<file path="src/rtl/sleep_pkg.sv">
package sleep_pkg;
  localparam int TYPE_W = 3;
  localparam logic [TYPE_W-1:0] CODE_S0 = 3'd0;
  localparam logic [TYPE_W-1:0] CODE_S5 = 3'd5;

  typedef enum logic [1:0] {
    PH_WORK  = 2'd0,
    PH_PEND  = 2'd1,
    PH_SLEEP = 2'd2
  } phase_e;

  // reserved codes (0, 2, 6, 7) are rejected
  function automatic logic type_ok(input logic [TYPE_W-1:0] t);
    return (t == 3'd1) || (t == 3'd3) || (t == 3'd4) || (t == 3'd5);
  endfunction
endpackage

</file>
<file path="src/rtl/sleep_seq_fsm.sv">
module sleep_seq_fsm
  import sleep_pkg::*;
(
  input  logic              clk,
  input  logic              rst_n,
  input  logic              ctl_wr,
  input  logic [TYPE_W-1:0] ctl_type,
  input  logic              ctl_go,
  input  logic              pwrbtn_ovr,
  input  logic              wake,
  output phase_e            phase_o,
  output logic [TYPE_W-1:0] tgt_o,
  output logic              go_o,
  output logic              exit_o,
  output logic              sleep_req_o
);
  phase_e            phase_q, phase_d;
  logic [TYPE_W-1:0] tgt_q, tgt_d;
  logic              go_q, go_d;
  logic              new_req;

  assign new_req = (phase_q == PH_WORK) && ctl_wr && ctl_go && type_ok(ctl_type);
  assign exit_o  = (phase_q == PH_SLEEP) && wake && !pwrbtn_ovr;
  assign sleep_req_o = (phase_q != PH_WORK) || go_q || pwrbtn_ovr || new_req;

  always_comb begin
    phase_d = phase_q;
    tgt_d   = tgt_q;
    go_d    = go_q;
    unique case (phase_q)
      PH_WORK: begin
        if (pwrbtn_ovr) begin
          phase_d = PH_PEND;
          tgt_d   = CODE_S5;
          go_d    = 1'b0;
        end else if (go_q) begin
          phase_d = PH_PEND;
          go_d    = 1'b0;
        end else if (new_req) begin
          go_d  = 1'b1;
          tgt_d = ctl_type;
        end
      end
      PH_PEND: begin
        if (pwrbtn_ovr) tgt_d = CODE_S5;
        phase_d = PH_SLEEP;
      end
      PH_SLEEP: begin
        if (pwrbtn_ovr) tgt_d = CODE_S5;
        else if (wake) phase_d = PH_WORK;
      end
      default: phase_d = PH_WORK;
    endcase
  end

  always_ff @(posedge clk or negedge rst_n) begin
    if (!rst_n) begin
      phase_q <= PH_WORK;
      tgt_q   <= CODE_S0;
      go_q    <= 1'b0;
    end else begin
      phase_q <= phase_d;
      tgt_q   <= tgt_d;
      go_q    <= go_d;
    end
  end

  assign phase_o = phase_q;
  assign tgt_o   = tgt_q;
  assign go_o    = go_q;


  go_clears_on_entry_chk: assert property (@(posedge clk) disable iff (!rst_n)
    (phase_q == PH_PEND) |-> !go_q);


  reserved_noop_chk: assert property (@(posedge clk) disable iff (!rst_n)
    (phase_q == PH_WORK && !go_q && !pwrbtn_ovr && ctl_wr && ctl_go && !type_ok(ctl_type))
      |=> (!go_q && phase_q == PH_WORK));


  ovr_forces_s5_chk: assert property (@(posedge clk) disable iff (!rst_n)
    (phase_q == PH_SLEEP && pwrbtn_ovr) |=> (phase_q == PH_SLEEP && tgt_q == CODE_S5));


  no_direct_sleep_chk: assert property (@(posedge clk) disable iff (!rst_n)
    (phase_q == PH_WORK) |=> (phase_q != PH_SLEEP));
endmodule

</file>
<file path="src/rtl/sleep_grant_arb.sv">
module sleep_grant_arb #(
  parameter int N_THR = 2
) (
  input  logic             sleep_req,
  input  logic [N_THR-1:0] thr_src,
  input  logic             cx_req,
  output logic             thr_en,
  output logic             cx_grant
);
  logic [N_THR-1:0] thr_any;

  generate
    for (genvar i = 0; i < N_THR; i++) begin : g_or
      if (i == 0) begin : g_first
        assign thr_any[i] = thr_src[i];
      end else begin : g_rest
        assign thr_any[i] = thr_any[i-1] | thr_src[i];
      end
    end
  endgenerate

  assign thr_en   = thr_any[N_THR-1] && !sleep_req;
  assign cx_grant = cx_req && !sleep_req;
endmodule

</file>
<file path="src/rtl/sleep_resume_flag.sv">
module sleep_resume_flag (
  input  logic clk,
  input  logic rst_n,
  input  logic set_i,
  input  logic clr_i,
  output logic flag_o
);
  logic flag_q;

  always_ff @(posedge clk or negedge rst_n) begin
    if (!rst_n)     flag_q <= 1'b0;
    else if (set_i) flag_q <= 1'b1;
    else if (clr_i) flag_q <= 1'b0;
  end

  assign flag_o = flag_q;


  resume_hold_chk: assert property (@(posedge clk) disable iff (!rst_n)
    (!set_i && !clr_i) |=> (flag_q == $past(flag_q)));


  resume_set_wins_chk: assert property (@(posedge clk) disable iff (!rst_n)
    set_i |=> flag_q);
endmodule

</file>
<file path="src/rtl/sleep_seq_arb.sv">
module sleep_seq_arb
  import sleep_pkg::*;
(
  input  logic              clk,
  input  logic              rst_n,
  input  logic              ctl_wr,
  input  logic [TYPE_W-1:0] ctl_type,
  input  logic              ctl_go,
  input  logic              sts_wr,
  input  logic              sts_wr_resume,
  input  logic              pwrbtn_ovr,
  input  logic              therm_req,
  input  logic              sw_thr_req,
  input  logic              cx_req,
  input  logic              wake,
  output logic [TYPE_W-1:0] cur_state,
  output logic              entering,
  output logic              sleep_go,
  output logic              thr_en,
  output logic              cx_grant,
  output logic              resume_sts
);
  localparam int N_THR = 2;

  phase_e            phase;
  logic [TYPE_W-1:0] tgt;
  logic              exit_p;
  logic              sleep_req;

  sleep_seq_fsm u_fsm (
    .clk         (clk),
    .rst_n       (rst_n),
    .ctl_wr      (ctl_wr),
    .ctl_type    (ctl_type),
    .ctl_go      (ctl_go),
    .pwrbtn_ovr  (pwrbtn_ovr),
    .wake        (wake),
    .phase_o     (phase),
    .tgt_o       (tgt),
    .go_o        (sleep_go),
    .exit_o      (exit_p),
    .sleep_req_o (sleep_req)
  );

  sleep_grant_arb #(.N_THR(N_THR)) u_arb (
    .sleep_req (sleep_req),
    .thr_src   ({sw_thr_req, therm_req}),
    .cx_req    (cx_req),
    .thr_en    (thr_en),
    .cx_grant  (cx_grant)
  );

  sleep_resume_flag u_rsm (
    .clk    (clk),
    .rst_n  (rst_n),
    .set_i  (exit_p),
    .clr_i  (sts_wr && sts_wr_resume),
    .flag_o (resume_sts)
  );

  assign cur_state = (phase == PH_SLEEP) ? tgt : CODE_S0;
  assign entering  = (phase == PH_PEND);


  cx_exclusive_chk: assert property (@(posedge clk) disable iff (!rst_n)
    cx_grant |-> (cur_state == CODE_S0 && !entering && !sleep_go));


  thr_only_awake_chk: assert property (@(posedge clk) disable iff (!rst_n)
    thr_en |-> (cur_state == CODE_S0 && !entering && !sleep_go));


  resume_after_sleep_chk: assert property (@(posedge clk) disable iff (!rst_n)
    $rose(resume_sts) |-> ($past(cur_state) != CODE_S0));
endmodule

</file>
<file path="config.mk">
export PLATFORM = sky130hd
export DESIGN_NAME = sleep_seq_arb
export DESIGN_NICKNAME = d
export VERILOG_FILES = /design/src/rtl/sleep_pkg.sv /design/src/rtl/sleep_seq_fsm.sv /design/src/rtl/sleep_grant_arb.sv /design/src/rtl/sleep_resume_flag.sv /design/src/rtl/sleep_seq_arb.sv
export SDC_FILE = /design/constraint.sdc
export NUM_CORES = 1
export LEC_CHECK = 0
export BUFFER_PORTS_ARGS = -buffer_cell sky130_fd_sc_hd__buf_2
export CORE_AREA = 2 2 39 41
export DETAILED_ROUTE_END_ITERATION = 6
export DIE_AREA = 0 0 41 43
export PLACE_DENSITY = 0.67
export REMOVE_ABC_BUFFERS = 1
export SYNTH_ARGS = -nofsm -noshare
export SYNTH_HDL_FRONTEND = slang
export SYNTH_HIERARCHICAL = 1
export SYNTH_SLANG_ARGS = --single-unit
export TNS_END_PERCENT = 10
</file>
<file path="constraint.sdc">
create_clock -name clk -period 6.04 [get_ports clk]
set_input_delay 1.208 -clock clk [delete_from_list [all_inputs] [get_ports clk]]
set_output_delay 1.208 -clock clk [all_outputs]
set_load 0.02 [all_outputs]
</file>
Word level (Yosys, flattened, before mapping)
Index checks and enable logic that the tools add are counted.
{"block": "totals", "output_inout_bits": 8, "inputBits": 14, "register_bits": 7, "word_cells": 56}
{"block": "op_classes", "n_bitwise": 1, "reduce_logical": 23, "n_mux": 16, "n_eq_ne": 12}
{"cell": "$mux W3", "count": 5}
{"cell": "$logic_and A1 B1 Y1", "count": 8}
{"cell": "$mux W2", "count": 4}
{"cell": "$eq A3 B3 Y1 const B", "count": 2}
{"cell": "$logic_or A1 B1 Y1", "count": 6}
{"cell": "$ne A3 B2 Y1 const B", "count": 2}
{"cell": "$pmux W2 S3", "count": 1}
{"cell": "$pmux W3 S2", "count": 1}
{"cell": "$reduce_bool A2 Y1", "count": 3}
{"cell": "$mux W1", "count": 5}
{"cell": "$ne A2 B2 Y1 const B", "count": 2}
{"cell": "$reduce_and A4 Y1", "count": 1}
{"cell": "$eq A3 B1 Y1 const B", "count": 1}
{"cell": "$eq A3 B2 Y1 const B", "count": 1}
{"cell": "$ne A3 B3 Y1 const B", "count": 1}
{"cell": "$reduce_and A3 Y1", "count": 1}
{"cell": "$eq A2 B1 Y1 const B", "count": 1}
{"cell": "$eq A2 B2 Y1 const B", "count": 1}
{"cell": "$logic_not A1 Y1", "count": 2}
{"cell": "$logic_not A2 Y1", "count": 1}
{"cell": "$ne A2 B1 Y1 const B", "count": 1}
{"cell": "$reduce_or A2 Y1", "count": 1}
{"cell": "$or A1 B1 Y1", "count": 1}

Depth between registers and ports, before layout
{"block": "depth", "ltp_word": 9, "mapped_depth": 5, "mapped_depth_nobuf": 5}

Hierarchy
Netlist, hierarchy kept.
{"mod": "sleep_seq_fsm", "cells_per_inst": 40, "instances": 1, "area_each_um2": 419.2, "seq_area_each_um2": 150.1}
{"mod": "sleep_seq_arb", "cells_per_inst": 5, "instances": 1, "area_each_um2": 38.8, "seq_area_each_um2": 0.0}
{"mod": "sleep_resume_flag", "cells_per_inst": 3, "instances": 1, "area_each_um2": 36.3, "seq_area_each_um2": 25.0}
{"mod": "sleep_grant_arb", "cells_per_inst": 2, "instances": 1, "area_each_um2": 16.3, "seq_area_each_um2": 0.0}

Least setup slack after synthesis
Ideal clock, no wire load.
{"block": "synth_timing", "kind": "input -> output", "start": "in ctl_type[2]", "end": "out thr_en", "t_arrival_ps": 2066, "required_time_ps": 4832, "path_slack_ps": 2766, "cell_stages": 4, "n_path_buf": 0, "path_cell_list": "and2_1 > or2_2 > o21ai_0 > o21ba_1"}
{"block": "synth_between", "elab_chain_cells": 8, "elab_cells_between_ends": 11, "classes_between": "eq/ne (4); reduce/logical (7)"}
{"element": "start: declaration", "line": "sleep_seq_arb.sv:7", "source": "input logic [TYPE_W-1:0] ctl_type,"}
{"element": "$eq A3 B1 Y1 / $eq A3 B2 Y1 (equally long branches)", "line": "sleep_pkg.sv:14", "source": "return (t == 3'd1) || (t == 3'd3) || (t == 3'd4) || (t == 3'd5);"}
{"element": "$logic_or A1 B1 Y1 (2 in a row)", "line": "sleep_pkg.sv:14"}
{"element": "$logic_or A1 B1 Y1 (*)", "line": "sleep_pkg.sv:14"}
{"element": "$logic_and A1 B1 Y1 (*)", "line": "sleep_seq_fsm.sv:22", "source": "assign new_req = (phase_q == PH_WORK) && ctl_wr && ctl_go && type_ok(ctl_type);"}
{"element": "$logic_or A1 B1 Y1 (*)", "line": "sleep_seq_fsm.sv:24", "source": "assign sleep_req_o = (phase_q != PH_WORK) || go_q || pwrbtn_ovr || new_req;"}
{"element": "via sleep_req", "line": "sleep_seq_arb.sv:28", "source": "logic sleep_req;"}
{"element": "$logic_not A1 Y1 (*)", "line": "sleep_grant_arb.sv:22", "source": "assign thr_en = thr_any[N_THR-1] && !sleep_req;"}
{"element": "$logic_and A1 B1 Y1 (*)", "line": "sleep_grant_arb.sv:22"}
{"element": "end: declaration", "line": "sleep_seq_arb.sv:19", "source": "output logic thr_en,"}
The timed path passes the listed nets; every way through them passes the cells marked *.

Final worst setup path
Same ends and word-level chain as after synthesis.

==> results.toml <==
[outcome]
outcome = "finished clean"

[setup_path]
worst_r2r_path_depth = 5
endpoint_kind = "output port"
crit_top_cell = "buf_2"
path_delay_family = "simple AND/OR/NAND/NOR gates"
crit_chain = "buf_2 -> and2_1 -> or2_2 -> o21ai_0 -> o21ba_1 -> buf_2"
startpoint = "ctl_type[2]"
cp.required_ps = 4830
cp-start-kind = "input port"
endpoint = "thr_en"
crit_type = "in -> out"
worstSetupPathDepth = 6
rrSetupSlack_ps = 4020
arrival_ps = 2330
cp_slowest_cell = "or2_2"
rr_endpoint = "u_fsm/tgt_o[0]"
crit_path_max_fanout = 4
cp_slowest_stage_delay_ps = 290
rr_startpoint = "u_fsm/phase_o[1]"
critPathBufInv = 2

[synth]
yosysWarningCount = 6
yosys-top-cells-area = "dfrtp_1 (34%), ha_1 (9.8%), and3b_1 (5.1%), inv_1 (4.4%), mux2_2 (4.4%)"
ys_ff_latch = 7
ys_seq_area_frac = 0.343
avgSynthCellArea_um2 = 10.2
synth_cells = 50
yosysTopAreaCellShare = 0.343
netlist_area_um2 = 510
yosysTopAreaCell = "dfrtp_1"
synth_cell_type_count = 27

[route]
drt_iter0_drc = 12
routed_via_density = 5.20
wl_per_cell_um = 11.5
drc = 0
wl_mm = 1.05
dr.pass1.iters = 4
ant_nets = 0
dr_total_vias = 473

[sta]
final.setup.tns_ps = 0
setup_viol = 0
rsz0062_at_grt = "no"
fmax_mhz = 282
finalHoldViolCount = 0
hold_slack_ps = 476
worst_slack_ps = 2500
finalCriticalPeriod_ps = 3540
skew_ps = 8.97
maxSlewViolCount = 0
slew_headroom = 0.723
min_period_over_period = 0.586
tightest_slew_ps = 411

[power]
max-vdd-ir-drop_mv = 0.138
p_per_area_nw_per_um2 = 383
power_leakage_nw = 0.340

[placed_design]
pre_cts_ws_ps = 2500
portBuffers = 21
dp_hpwl_um = 835
gp_congestion = 0.759

[global_routing]
track_usage = 0.138
antenna_found_initial = 0
grt_pass1_vias = 385
overflow = 0
grt_pass1_wl_mm = 1.57
grt_max_degree = 10

[floorplan]
core_area_um2 = 1380
die_y_um = 43
die-area_um2 = 1760
row_count = 14
initial_core_util = 0.369
die_x_um = 41
num_io_pins = 22

[clocking]
clk_pin_slew_ps = 50
cts_sinks = 7
clkLatencyLatePin_ps = 260
clockRootBuffer = "clkbuf_4"
cts_setup_buffers = 0
cts_resized = 0
numCtsBuffers = 3
cts_buffer_depth = 2
ctsHoldBuffers = 0
cts_tree = "yes"
ctsHtreeMaxLevel = 1

[layout]
mostFrequentLayoutCells = "buf_2 (21), dfrtp_1 (7), inv_1 (6)"
nets = 94
antenna_cells = 0
fillers = 142
area_growth_syn_to_layout_pct = 29.7
drive_above_1_share = 0.427
layout_commonest_cell = "buf_2"

[hold_path]
hp-class = "reg -> reg"

[job]
drv_cap = 0
[cells in the mapped netlist]
cell	n
dfrtp_1	7
inv_1	6
ha_1	4
and3b_1	3
or3_2	3
or4_1	3
and2_1	2
mux2_2	2
nor2b_1	2
a21o_1	1
a21oi_1	1
and3_1	1
nand2b_1	1
nand3_1	1
nand3b_1	1
nand4b_1	1
nor2_1	1
nor3b_1	1
o211a_1	1
o21ai_0	1
o21ba_1	1
o221a_2	1
o221ai_1	1
o32ai_1	1
o41ai_2	1
or2_2	1
or4b_1	1
[layer usage]
metal  vias to the layer above  global-route usage  wire [um]
li1                        237                   -          -
met1                       226               0.156        432
met2                         8               0.213        555
met3                         2              0.0628         42
met4                         0              0.0600         16
met5                         -                   0          0
[kinds of logic (layout without fill, tap and decap cells)]
group           after synthesis  count (layout)  share of synthesized area
compound gates                9               9                      0.162
fa+ha+maj                     4               4                     0.0980
buf+inv                       6              31                     0.0441
flops                         7               7                      0.343
mux                           2               2                     0.0441
simple gates                 22              22                      0.309
[power by group]
group | switching (mW) | internal, mW
combinational | 0.0729 | 0.0592
clock | 0.0193 | 0.0253
sequential | 0.0149 | 0.0622
total | 0.107 | 0.147
[layout make-up]
type                            instances  area, um2  area share
Inverter                                6       22.5      0.0340
Multi-Input combinational cell         37        313       0.473
Clock buffer                            4       26.3      0.0397
Tap cell                               16       20.0      0.0302
Timing Repair Buffer                   21        105       0.159
Sequential cell                         7        175       0.265
[worst min-delay path by stage]
| stage | start | to | slack [ps] | depth (start not counted) |
|---|---|---|---|---|
| CTS | u_rsm/flag_o | u_rsm/flag_o | 480 | 1 |
| finish | u_rsm/flag_o | u_rsm/flag_o | 480 | 1 |
| floorplan | u_fsm/tgt_o[0] | u_fsm/tgt_o[0] | 500 | 1 |
| global route | u_rsm/flag_o | u_rsm/flag_o | 510 | 1 |
| global placement | u_rsm/flag_o | u_rsm/flag_o | 460 | 1 |
| detailed placement | u_rsm/flag_o | u_rsm/flag_o | 470 | 1 |
[state kept, by name, indices dropped and copies added, names as in the netlist]
name / cells
u_rsm/flag_o: 1
u_fsm/go_o: 1
u_fsm/tgt_o: 3
u_fsm/phase_o: 2
[per-stage QoR]
step | instance area, um2 | instances | util | power, mW
after floorplan | 510 | 50 | - | 0.172
after global placement | 636 | 87 | 0.459 | 0.210
after detailed placement | 636 | 87 | 0.459 | 0.211
after CTS | 662 | 91 | 0.478 | 0.257
after global routing | 662 | 91 | 0.478 | 0.279
final | 662 | 91 | 0.478 | 0.254
Power figures use the tool's default switching activity.
